### config.mk
export PLATFORM = sky130hd
export DESIGN_NAME = contention_backoff
export DESIGN_NICKNAME = d
export VERILOG_FILES = /design/src/rtl/cbk_pkg.sv /design/src/rtl/hint_divider.sv /design/src/rtl/incr_ctrl.sv /design/src/rtl/backoff_ctr.sv /design/src/rtl/contention_backoff.sv
export SDC_FILE = /design/constraint.sdc
export NUM_CORES = 1
export LEC_CHECK = 0
export CAP_MARGIN = 10
export CORE_MARGIN = 5
export CORE_UTILIZATION = 40
export CTS_CLUSTER_DIAMETER = 30
export DETAILED_ROUTE_END_ITERATION = 10
export MAX_ROUTING_LAYER = met4
export PLACE_DENSITY = 0.63
export SYNTH_ARGS = -nofsm -noshare
export SYNTH_HDL_FRONTEND = slang
export SYNTH_SLANG_ARGS = --single-unit
### constraint.sdc
create_clock -name clk -period 10 [get_ports clk]
set_clock_uncertainty 0.2 [all_clocks]
set_input_delay 1 -clock clk [delete_from_list [all_inputs] [get_ports clk]]
set_output_delay 1 -clock clk [all_outputs]
set_load 0.03 [all_outputs]
### src/rtl/cbk_pkg.sv
package cbk_pkg;

    // Kind of local synchronization read seen this cycle
    typedef enum logic [1:0] {
        REQ_IDLE = 2'd0,
        REQ_HIT  = 2'd1,
        REQ_MISS = 2'd2
    } req_kind_e;

    // Per-cycle control shared by the counters
    typedef struct packed {
        logic restart;    // return counters to their start values
        logic hint;       // a contention hint that counts
        logic countdown;  // a miss is waiting this cycle
    } ctl_t;

    function automatic req_kind_e classify(logic req, logic hit);
        if (!req)     return REQ_IDLE;
        else if (hit) return REQ_HIT;
        else          return REQ_MISS;
    endfunction

    // Unsigned clamp to an upper limit
    function automatic logic [31:0] clamp_u(logic [31:0] v, logic [31:0] lim);
        return (v > lim) ? lim : v;
    endfunction

endpackage

### src/rtl/hint_divider.sv
module hint_divider #(
    parameter int NW = 4
) (
    input  logic          clk,
    input  logic          rst,
    input  logic          restart_i,
    input  logic          hint_i,
    input  logic [NW-1:0] cfg_step_i,
    output logic          step_o
);
    logic [NW-1:0] cnt_q;
    logic [NW:0]   cnt_inc;
    logic          wrap;

    always_comb begin
        cnt_inc = {1'b0, cnt_q} + {{NW{1'b0}}, 1'b1};
        wrap    = (cnt_inc >= {1'b0, cfg_step_i});
        step_o  = hint_i && !restart_i && wrap;
    end

    always_ff @(posedge clk) begin
        if (rst || restart_i) begin
            cnt_q <= '0;
        end else if (hint_i) begin
            cnt_q <= wrap ? '0 : cnt_inc[NW-1:0];
        end
    end


    div_wrap_chk: assert property (@(posedge clk) disable iff (rst)
        step_o |=> (cnt_q == '0));

endmodule

### src/rtl/incr_ctrl.sv
module incr_ctrl #(
    parameter int IW = 6
) (
    input  logic          clk,
    input  logic          rst,
    input  logic          restart_i,
    input  logic          step_i,
    input  logic [IW-1:0] cfg_incr_i,
    output logic [IW-1:0] incr_o
);
    logic [IW-1:0] i_q;
    logic [IW:0]   i_sum;
    logic [IW-1:0] i_grown;

    always_comb begin
        i_sum   = {1'b0, i_q} + {1'b0, cfg_incr_i};
        i_grown = i_sum[IW] ? {IW{1'b1}} : i_sum[IW-1:0];
    end

    always_ff @(posedge clk) begin
        if (rst || restart_i) begin
            i_q <= cfg_incr_i;
        end else if (step_i) begin
            i_q <= i_grown;
        end
    end

    assign incr_o = i_q;


    i_mono_chk: assert property (@(posedge clk) disable iff (rst)
        !restart_i |=> (i_q >= $past(i_q)));


    i_restart_chk: assert property (@(posedge clk) disable iff (rst)
        restart_i |=> (i_q == $past(cfg_incr_i)));

endmodule

### src/rtl/backoff_ctr.sv
module backoff_ctr
    import cbk_pkg::*;
#(
    parameter int BW = 8,
    parameter int IW = 6
) (
    input  logic          clk,
    input  logic          rst,
    input  ctl_t          ctl_i,
    input  logic [IW-1:0] incr_i,
    output logic [BW-1:0] b_o,
    output logic          zero_o
);
    localparam logic [31:0] BMAX = 32'((64'd1 << BW) - 64'd1);

    logic [BW-1:0] b_q;
    logic [BW:0]   b_sum;
    logic [BW-1:0] b_next;

    always_comb begin
        b_sum = {1'b0, b_q};
        if (ctl_i.hint)      b_sum = b_sum + (BW+1)'(incr_i);
        if (ctl_i.countdown) b_sum = b_sum - {{BW{1'b0}}, 1'b1};
        b_next = BW'(clamp_u(32'(b_sum), BMAX));
    end

    always_ff @(posedge clk) begin
        if (rst || ctl_i.restart) begin
            b_q <= '0;
        end else begin
            b_q <= b_next;
        end
    end

    assign b_o    = b_q;
    assign zero_o = (b_q == '0);


    b_grow_chk: assert property (@(posedge clk) disable iff (rst)
        (ctl_i.hint && !ctl_i.restart && !ctl_i.countdown) |=> (b_q >= $past(b_q)));


    b_dec_chk: assert property (@(posedge clk) disable iff (rst)
        (ctl_i.countdown && !ctl_i.hint && !ctl_i.restart) |=> (b_q == $past(b_q) - 1'b1));


    b_restart_chk: assert property (@(posedge clk) disable iff (rst)
        ctl_i.restart |=> (b_q == '0));

endmodule

### src/rtl/contention_backoff.sv
module contention_backoff
    import cbk_pkg::*;
#(
    parameter int BW = 8,
    parameter int IW = 6,
    parameter int NW = 4
) (
    input  logic          clk,
    input  logic          rst,
    input  logic          clear_i,
    input  logic          hint_i,
    input  logic          rd_req_i,
    input  logic          rd_hit_i,
    input  logic [IW-1:0] cfg_incr_i,
    input  logic [NW-1:0] cfg_step_i,
    output logic          rd_gnt_o
);
    req_kind_e     kind;
    ctl_t          ctl;
    logic          step;
    logic [IW-1:0] incr;
    logic [BW-1:0] bcount;
    logic          bzero;
    logic          miss_go;

    always_comb begin
        kind          = classify(rd_req_i, rd_hit_i);
        miss_go       = (kind == REQ_MISS) && bzero;
        rd_gnt_o      = (kind == REQ_HIT) || miss_go;
        ctl.restart   = clear_i || miss_go;
        ctl.hint      = hint_i && !ctl.restart;
        ctl.countdown = (kind == REQ_MISS) && !bzero;
    end

    hint_divider #(.NW(NW)) u_div (
        .clk        (clk),
        .rst        (rst),
        .restart_i  (ctl.restart),
        .hint_i     (ctl.hint),
        .cfg_step_i (cfg_step_i),
        .step_o     (step)
    );

    incr_ctrl #(.IW(IW)) u_incr (
        .clk        (clk),
        .rst        (rst),
        .restart_i  (ctl.restart),
        .step_i     (step),
        .cfg_incr_i (cfg_incr_i),
        .incr_o     (incr)
    );

    backoff_ctr #(.BW(BW), .IW(IW)) u_boff (
        .clk    (clk),
        .rst    (rst),
        .ctl_i  (ctl),
        .incr_i (incr),
        .b_o    (bcount),
        .zero_o (bzero)
    );


    hit_hold_chk: assert property (@(posedge clk) disable iff (rst)
        ((kind == REQ_HIT) && !hint_i && !clear_i) |=> $stable(bcount));


    wait_extend_chk: assert property (@(posedge clk) disable iff (rst)
        ((kind == REQ_MISS) && !bzero && hint_i && !clear_i) |=> (bcount >= $past(bcount)));

endmodule

Yosys cells after proc, flatten, opt, wreduce, memory -nomap -nowiden
Index checks and enable logic that the tools add are counted.
Storage, ports and cells
  register bits: 18
  bits of input ports: 16
  output and inout bits: 1
  logic and storage cells: 32
Cells by class
  $add $sub $neg: 4
  magnitude comparators: 2
  equality and inequality tests: 2
  mux-type cells: 9
  reduce and logical (&&, ||, !) cells: 12
Operator list (number)
  $mux W6: 3
  $mux W9: 2
  $add A8 B6 Y9: 1
  $gt A9 B8 Y1 const B: 1
  $sub A9 B1 Y9 const B: 1
  $logic_not A8 Y1: 1
  $mux W8: 1
  $add A6 B6 Y7: 1
  $add A4 B1 Y5 const B: 1
  $ge A5 B4 Y1: 1
  $logic_and A1 B1 Y1: 5
  $mux W2: 2
  $mux W4: 1
  $logic_or A1 B1 Y1: 3
  $eq A2 B1 Y1 const B: 1
  $eq A2 B2 Y1 const B: 1
  $logic_not A1 Y1: 2
  $reduce_bool A2 Y1: 1

Longest topological paths before layout
  word-level depth: 12
  gate-level depth with buffers: 12

Cells and area by module
From an unflattened synthesis, not the netlist that was laid out.
Unflattened totals
  cell total of the unflattened synthesis: 200
  area total of the unflattened synthesis: 1790.5 µm²
By module, submodules not included
  backoff_ctr: instances 1, cells an instance 117, area each 949.7 µm², seq. area each 160.2 µm²
  incr_ctrl: instances 1, cells an instance 39, area each 481.7 µm², seq. area each 180.2 µm²
  hint_divider: instances 1, cells an instance 38, area each 312.8 µm², seq. area each 80.1 µm²
  contention_backoff: instances 1, cells an instance 6, area each 46.3 µm², seq. area each 0.0 µm²

Least setup slack after synthesis
No wires, ideal clock.
  path kind: input-to-reg
  from: input port rd_req_i
  to: register u_boff.b_q[5] (netlist: u_boff.b_o[5])
  library setup time: 0.070 ns
  data arrival time: 3.354 ns
  data required time: 9.730 ns
  setup slack: 6.376 ns
  cell stages on the path: 12
  path buffers: 1
  path through: or2b_2 nor3_1 nor2_1 clkbuf_1 mux2i_1 ha_1 nand4_1 a21oi_1 and2_1 or3_1 and2_1 a21oi_1
Between the ends
  word-level cells in the longest chain between the ends: 11
  elaborated cells on any way between the ends: 13
RTL lines
  start, declared: line contention_backoff.sv:12  | input logic rd_req_i,
  $mux W2 *: line cbk_pkg.sv:18  | if (!req) return REQ_IDLE;
  $eq A2 B2 Y1 *: line contention_backoff.sv:28, contention_backoff.sv:32
  $logic_and A1 B1 Y1: line contention_backoff.sv:28  | miss_go = (kind == REQ_MISS) && bzero;
  $logic_or A1 B1 Y1: line contention_backoff.sv:30  | ctl.restart = clear_i || miss_go;
  $logic_not A1 Y1: line contention_backoff.sv:31  | ctl.hint = hint_i && !ctl.restart;
  $logic_and A1 B1 Y1: line contention_backoff.sv:31
  $mux W9: line backoff_ctr.sv:22  | if (ctl_i.hint) b_sum = b_sum + (BW+1)'(incr_i);
  $sub A9 B1 Y9: line backoff_ctr.sv:23  | if (ctl_i.countdown) b_sum = b_sum - {{BW{1'b0}}, 1'b1};
  $mux W9: line backoff_ctr.sv:23
  $gt A9 B8 Y1: line cbk_pkg.sv:25  | return (v > lim) ? lim : v;
  $mux W8: line cbk_pkg.sv:25
  end signal, assigned: line backoff_ctr.sv:31  | b_q <= b_next;
  end, declared: line backoff_ctr.sv:16  | logic [BW-1:0] b_q;
Every way passes the cells marked *; elsewhere a longest branch is shown, timed or not.
A chain may end at the register's enable or synchronous reset.

Worst setup path in the final report
  from: input port hint_i
  to: register u_boff.b_q[5] (netlist: u_boff.b_o[5])
Between the ends
  word-level cells in the longest chain between the ends: 6
RTL lines
  start, declared: line contention_backoff.sv:11  | input logic hint_i,
  $logic_and A1 B1 Y1 *: line contention_backoff.sv:31
  $mux W9 *: line backoff_ctr.sv:22
  $sub A9 B1 Y9: line backoff_ctr.sv:23
  $mux W9 *: line backoff_ctr.sv:23
  $gt A9 B8 Y1: line cbk_pkg.sv:25
  $mux W8 *: line cbk_pkg.sv:25
Marks and branches as above.

==> impl_summary.log <==
[metrics] routability congestion estimate: 0.821
[metrics] final-layout setup total negative slack: 0 ns
[metrics] predominant post-synthesis flop cell: sky130_fd_sc_hd__dfxtp_1
[metrics] overall routed net length: 3370 µm
[metrics] critical path launch point type: input pin
[metrics] top cells by area in the synthesized netlist: sky130_fd_sc_hd__dfxtp_1 15%, sky130_fd_sc_hd__ha_1 14%, sky130_fd_sc_hd__edfxtp_1 11%
[metrics] Max-slew headroom: 38.3%
[metrics] fraction of registers with async set/reset: 0%
[metrics] library cell contributing the largest single delay on the critical path: sky130_fd_sc_hd__nor2_1
[metrics] DR pass1 iterations: 4
[metrics] CTS buffer count: 3
[metrics] leakage power total: 0.000751 µW
[metrics] Max H-tree Level: 1
[metrics] Chip Height: 73.3 µm
[metrics] area fraction of the dominant cell type after synthesis: 15.0%
[metrics] count of flip-flops with a built-in enable after synthesis: 6
[metrics] power share of the clock group: 23.1%
[metrics] total power per unit cell area: 121 nW/µm²
[metrics] root cell of the clock tree: sky130_fd_sc_hd__clkbuf_8
[metrics] Hold Buf Count CTS: 0
[metrics] routed len/inst: 13.4 µm
[metrics] Flop pwr share: 39.3%
[metrics] DP Wirelength: 2690 µm
[metrics] register bit count reported by yosys: 18
[metrics] starting density of the core: 40.6%
[metrics] Peak VDD IR: 0.0595 mV
[metrics] Post-CTS Resized: 0
[metrics] port buffer count: 16
[metrics] number of vias after detailed routing: 1,359
[metrics] Clk pin slew, worst setup/hold paths: 0.07 ns
[metrics] mean instance size in the synthesized netlist: 8.74 µm²
[metrics] startpoint-to-endpoint class of the critical path: input pin to flip-flop
[metrics] dpl cell area: 1810 µm²
[metrics] total power: 225 µW
[metrics] arrival time of data at the critical path endpoint: 4.21 ns
[metrics] warning count from the yosys run: 0
[metrics] post-layout utilization of the core: 47.0%
[metrics] total non-filler cell area in the finished layout: 1850 µm²
[metrics] global-route wire length before repair: 6040 µm
[metrics] Starting DRT DRC Count: 55
[metrics] diode count: 0
[metrics] count of distinct cell types in the synthesized netlist: 51
[metrics] Max Buffers Root-to-Sink: 2
[metrics] biggest fanout along the worst timing path: 12
[metrics] Sw Share: 33.5%
[metrics] cells along the critical path: clkdlybuf4s50_1 -> or2b_2 -> nor2_1 -> mux2i_1 -> ha_1 -> nand4_1 -> a21oi_1 -> and2_1 -> or3_1 -> and2_1 -> a21oi_1
[metrics] x dimension of the die: 73.3 µm
[metrics] global route overflow: 0
[metrics] floorplan row count: 23
[metrics] cell area after synthesis: 1600 µm²
[metrics] clock latency at the later pin of the worst-skew pair: 0.25 ns
[metrics] ratio of cells with drive above 1 in the final layout: 9.95%
[metrics] worst min-delay path class: flip-flop to flip-flop
[metrics] Achievable Freq: 0.237 GHz
[metrics] fin crit period: 4.22 ns
[metrics] remaining number of nets flagged by the antenna check after routing: 0
[metrics] highest cell delay on the worst timing path: 0.65 ns
[metrics] count of boundary I/O pins: 17
[metrics] number of nets in the final layout: 238
[metrics] Final period util: 42.2%
[metrics] Final Max Slew Viols: 0
[metrics] placeable core region: 3940 µm²
[metrics] DIE AREA: 5370 µm²
[metrics] run status: complete, no violations
[metrics] combinational fraction of design power: 37.6%
[metrics] internal power consumption: 149 µW
[metrics] overall track demand over capacity in global routing: 14.7%
[metrics] DR vias/cell: 5.41
[metrics] Crit path buffers/inverters: 1
[metrics] Setup crit end kind: flip-flop
[metrics] RSZ-0062 raised after global routing: false
[metrics] # clock sinks: 18
[metrics] total setup buffers inserted after CTS: 0
[metrics] Required @ worst endpoint: 9.99 ns
[metrics] TritonCTS clock tree: built
[metrics] number of DRC violations after detailed routing: 0
[metrics] proportion of synthesized chip area in sequential cells: 26.3%
[metrics] number of global-route vias before repair: 1,349
[metrics] net count after synthesis: 219
[metrics] CP top delay family: simple AND/OR/NAND/NOR gates
[metrics] Area Overhead vs Synth: 15.8%
[metrics] instance count of the mapped netlist: 183
[metrics] Worst Max-Slew Pin Slew: 0.918 ns
[metrics] reported max-cap violation count: 0
[metrics] Final Hold Viols: 0
[metrics] antenna violations before repair: 0
[metrics] dominant cell type by area after synthesis: sky130_fd_sc_hd__dfxtp_1
[metrics] total of endpoints with negative setup slack in the final report: 0
[metrics] switching power: 75.3 µW
[metrics] pin count of the biggest net entering global routing: 13
tightest hold or removal path, cell delays in order, from the launching register on:
cell	delay (ns)
sky130_fd_sc_hd__dfxtp_1	0.33
sky130_fd_sc_hd__o21ai_0	0.16
sky130_fd_sc_hd__a21oi_1	0.05
per-layer routing:
metal  GRT usage [%]  wire length, µm  up-vias
li1                -                -      719
met1            19.0             1700      618
met2            23.1             1510       18
met3            2.46              117        4
met4            5.12               40        0
met5               -                0        -
per-stage QoR:
stage / setup slack, ns / hold slack, ns / instances
2_1_floorplan: 6.38 / 0.321 / 183
3_3_place_gp: 5.68 / 0.370 / 247
5_1_grt: 5.52 / 0.436 / 251
3_5_place_dp: 5.57 / 0.366 / 247
4_1_cts: 5.81 / 0.378 / 251
6_report: 5.78 / 0.376 / 251
state kept, by name (all words and copies together) (netlist names):
signal,flops
u_div.cnt_q,4
u_incr.incr_o,6
u_boff.b_o,8
final cells by class:
| type | count | area [µm²] |
|---|---|---|
| fillers | 388 | 2090 |
| well taps | 50 | 62.6 |
| clock inverters | 1 | 3.75 |
| flip-flops and latches | 18 | 420 |
| inverters | 12 | 45.0 |
| multi-input cells | 151 | 1120 |
| repair buffers | 16 | 160 |
| clock buffers | 3 | 41.3 |
power groups by stage:
stage                     clock, µW  combinational (µW)  sequential [µW]
after floorplan                   0                64.4             87.6
after global placement            0                83.8             90.0
after detailed placement          0                83.6             90.0
after CTS                      51.7                84.6             88.4
after global routing           55.7                96.3             89.2
final                          51.9                84.5             88.1
cells in the final DEF, fill, tap and decap left out, drive strengths merged, types with 2 or more instances in the layout:
cell type and instances:
or4 2, clkbuf 3, o21ai 12, clkdlybuf4s50 16
fa 2, xnor2 6, xor2 7, or2b 2
nand2b 2, dfxtp 12, or3 4, and2 2
mux2i 2, nor3 4, nor2 13, a22oi 2
nand3 6, a21o 5, a31oi 2, o21a 3
a21oi 26, inv 12, a211o 2, or2 3
ha 18, nand4 2, nand2 6, edfxtp 6
kinds of logic (layout without fill, tap and decap cells):
family / after synthesis / after routing / synth area share (%)
simple gates: 52 / 52 / 18.5
compound gates: 63 / 63 / 25.8
mux: 3 / 3 / 1.95
fa+ha+maj: 20 / 20 / 16.6
flops: 18 / 18 / 26.3
xor+xnor: 13 / 13 / 7.11
buf+inv: 14 / 32 / 3.75
cell usage after synthesis (3+ instances only):
cell / number
sky130_fd_sc_hd__inv_1: 12
sky130_fd_sc_hd__edfxtp_1: 6
sky130_fd_sc_hd__dfxtp_1: 12
sky130_fd_sc_hd__nor2_1: 13
sky130_fd_sc_hd__xnor2_1: 6
sky130_fd_sc_hd__nand2_1: 6
sky130_fd_sc_hd__a21o_1: 4
sky130_fd_sc_hd__ha_1: 18
sky130_fd_sc_hd__nand3_1: 6
sky130_fd_sc_hd__o21a_1: 3
sky130_fd_sc_hd__xor2_1: 7
sky130_fd_sc_hd__or2_2: 3
sky130_fd_sc_hd__o21ai_0: 12
sky130_fd_sc_hd__a21oi_1: 25
sky130_fd_sc_hd__nor3_1: 4
worst paths after layout:
kind	cells past startpoint	slack, ns	from	to
max	11	5.78	hint_i	u_boff.b_o[5]
min	2	0.38	u_div.cnt_q[3]	u_div.cnt_q[3]
max reg2reg	11	6.46	u_boff.b_o[5]	u_boff.b_o[5]
min reg2reg	2	0.38	u_div.cnt_q[3]	u_div.cnt_q[3]
No activity file was read; power rests on OpenSTA's default activity.
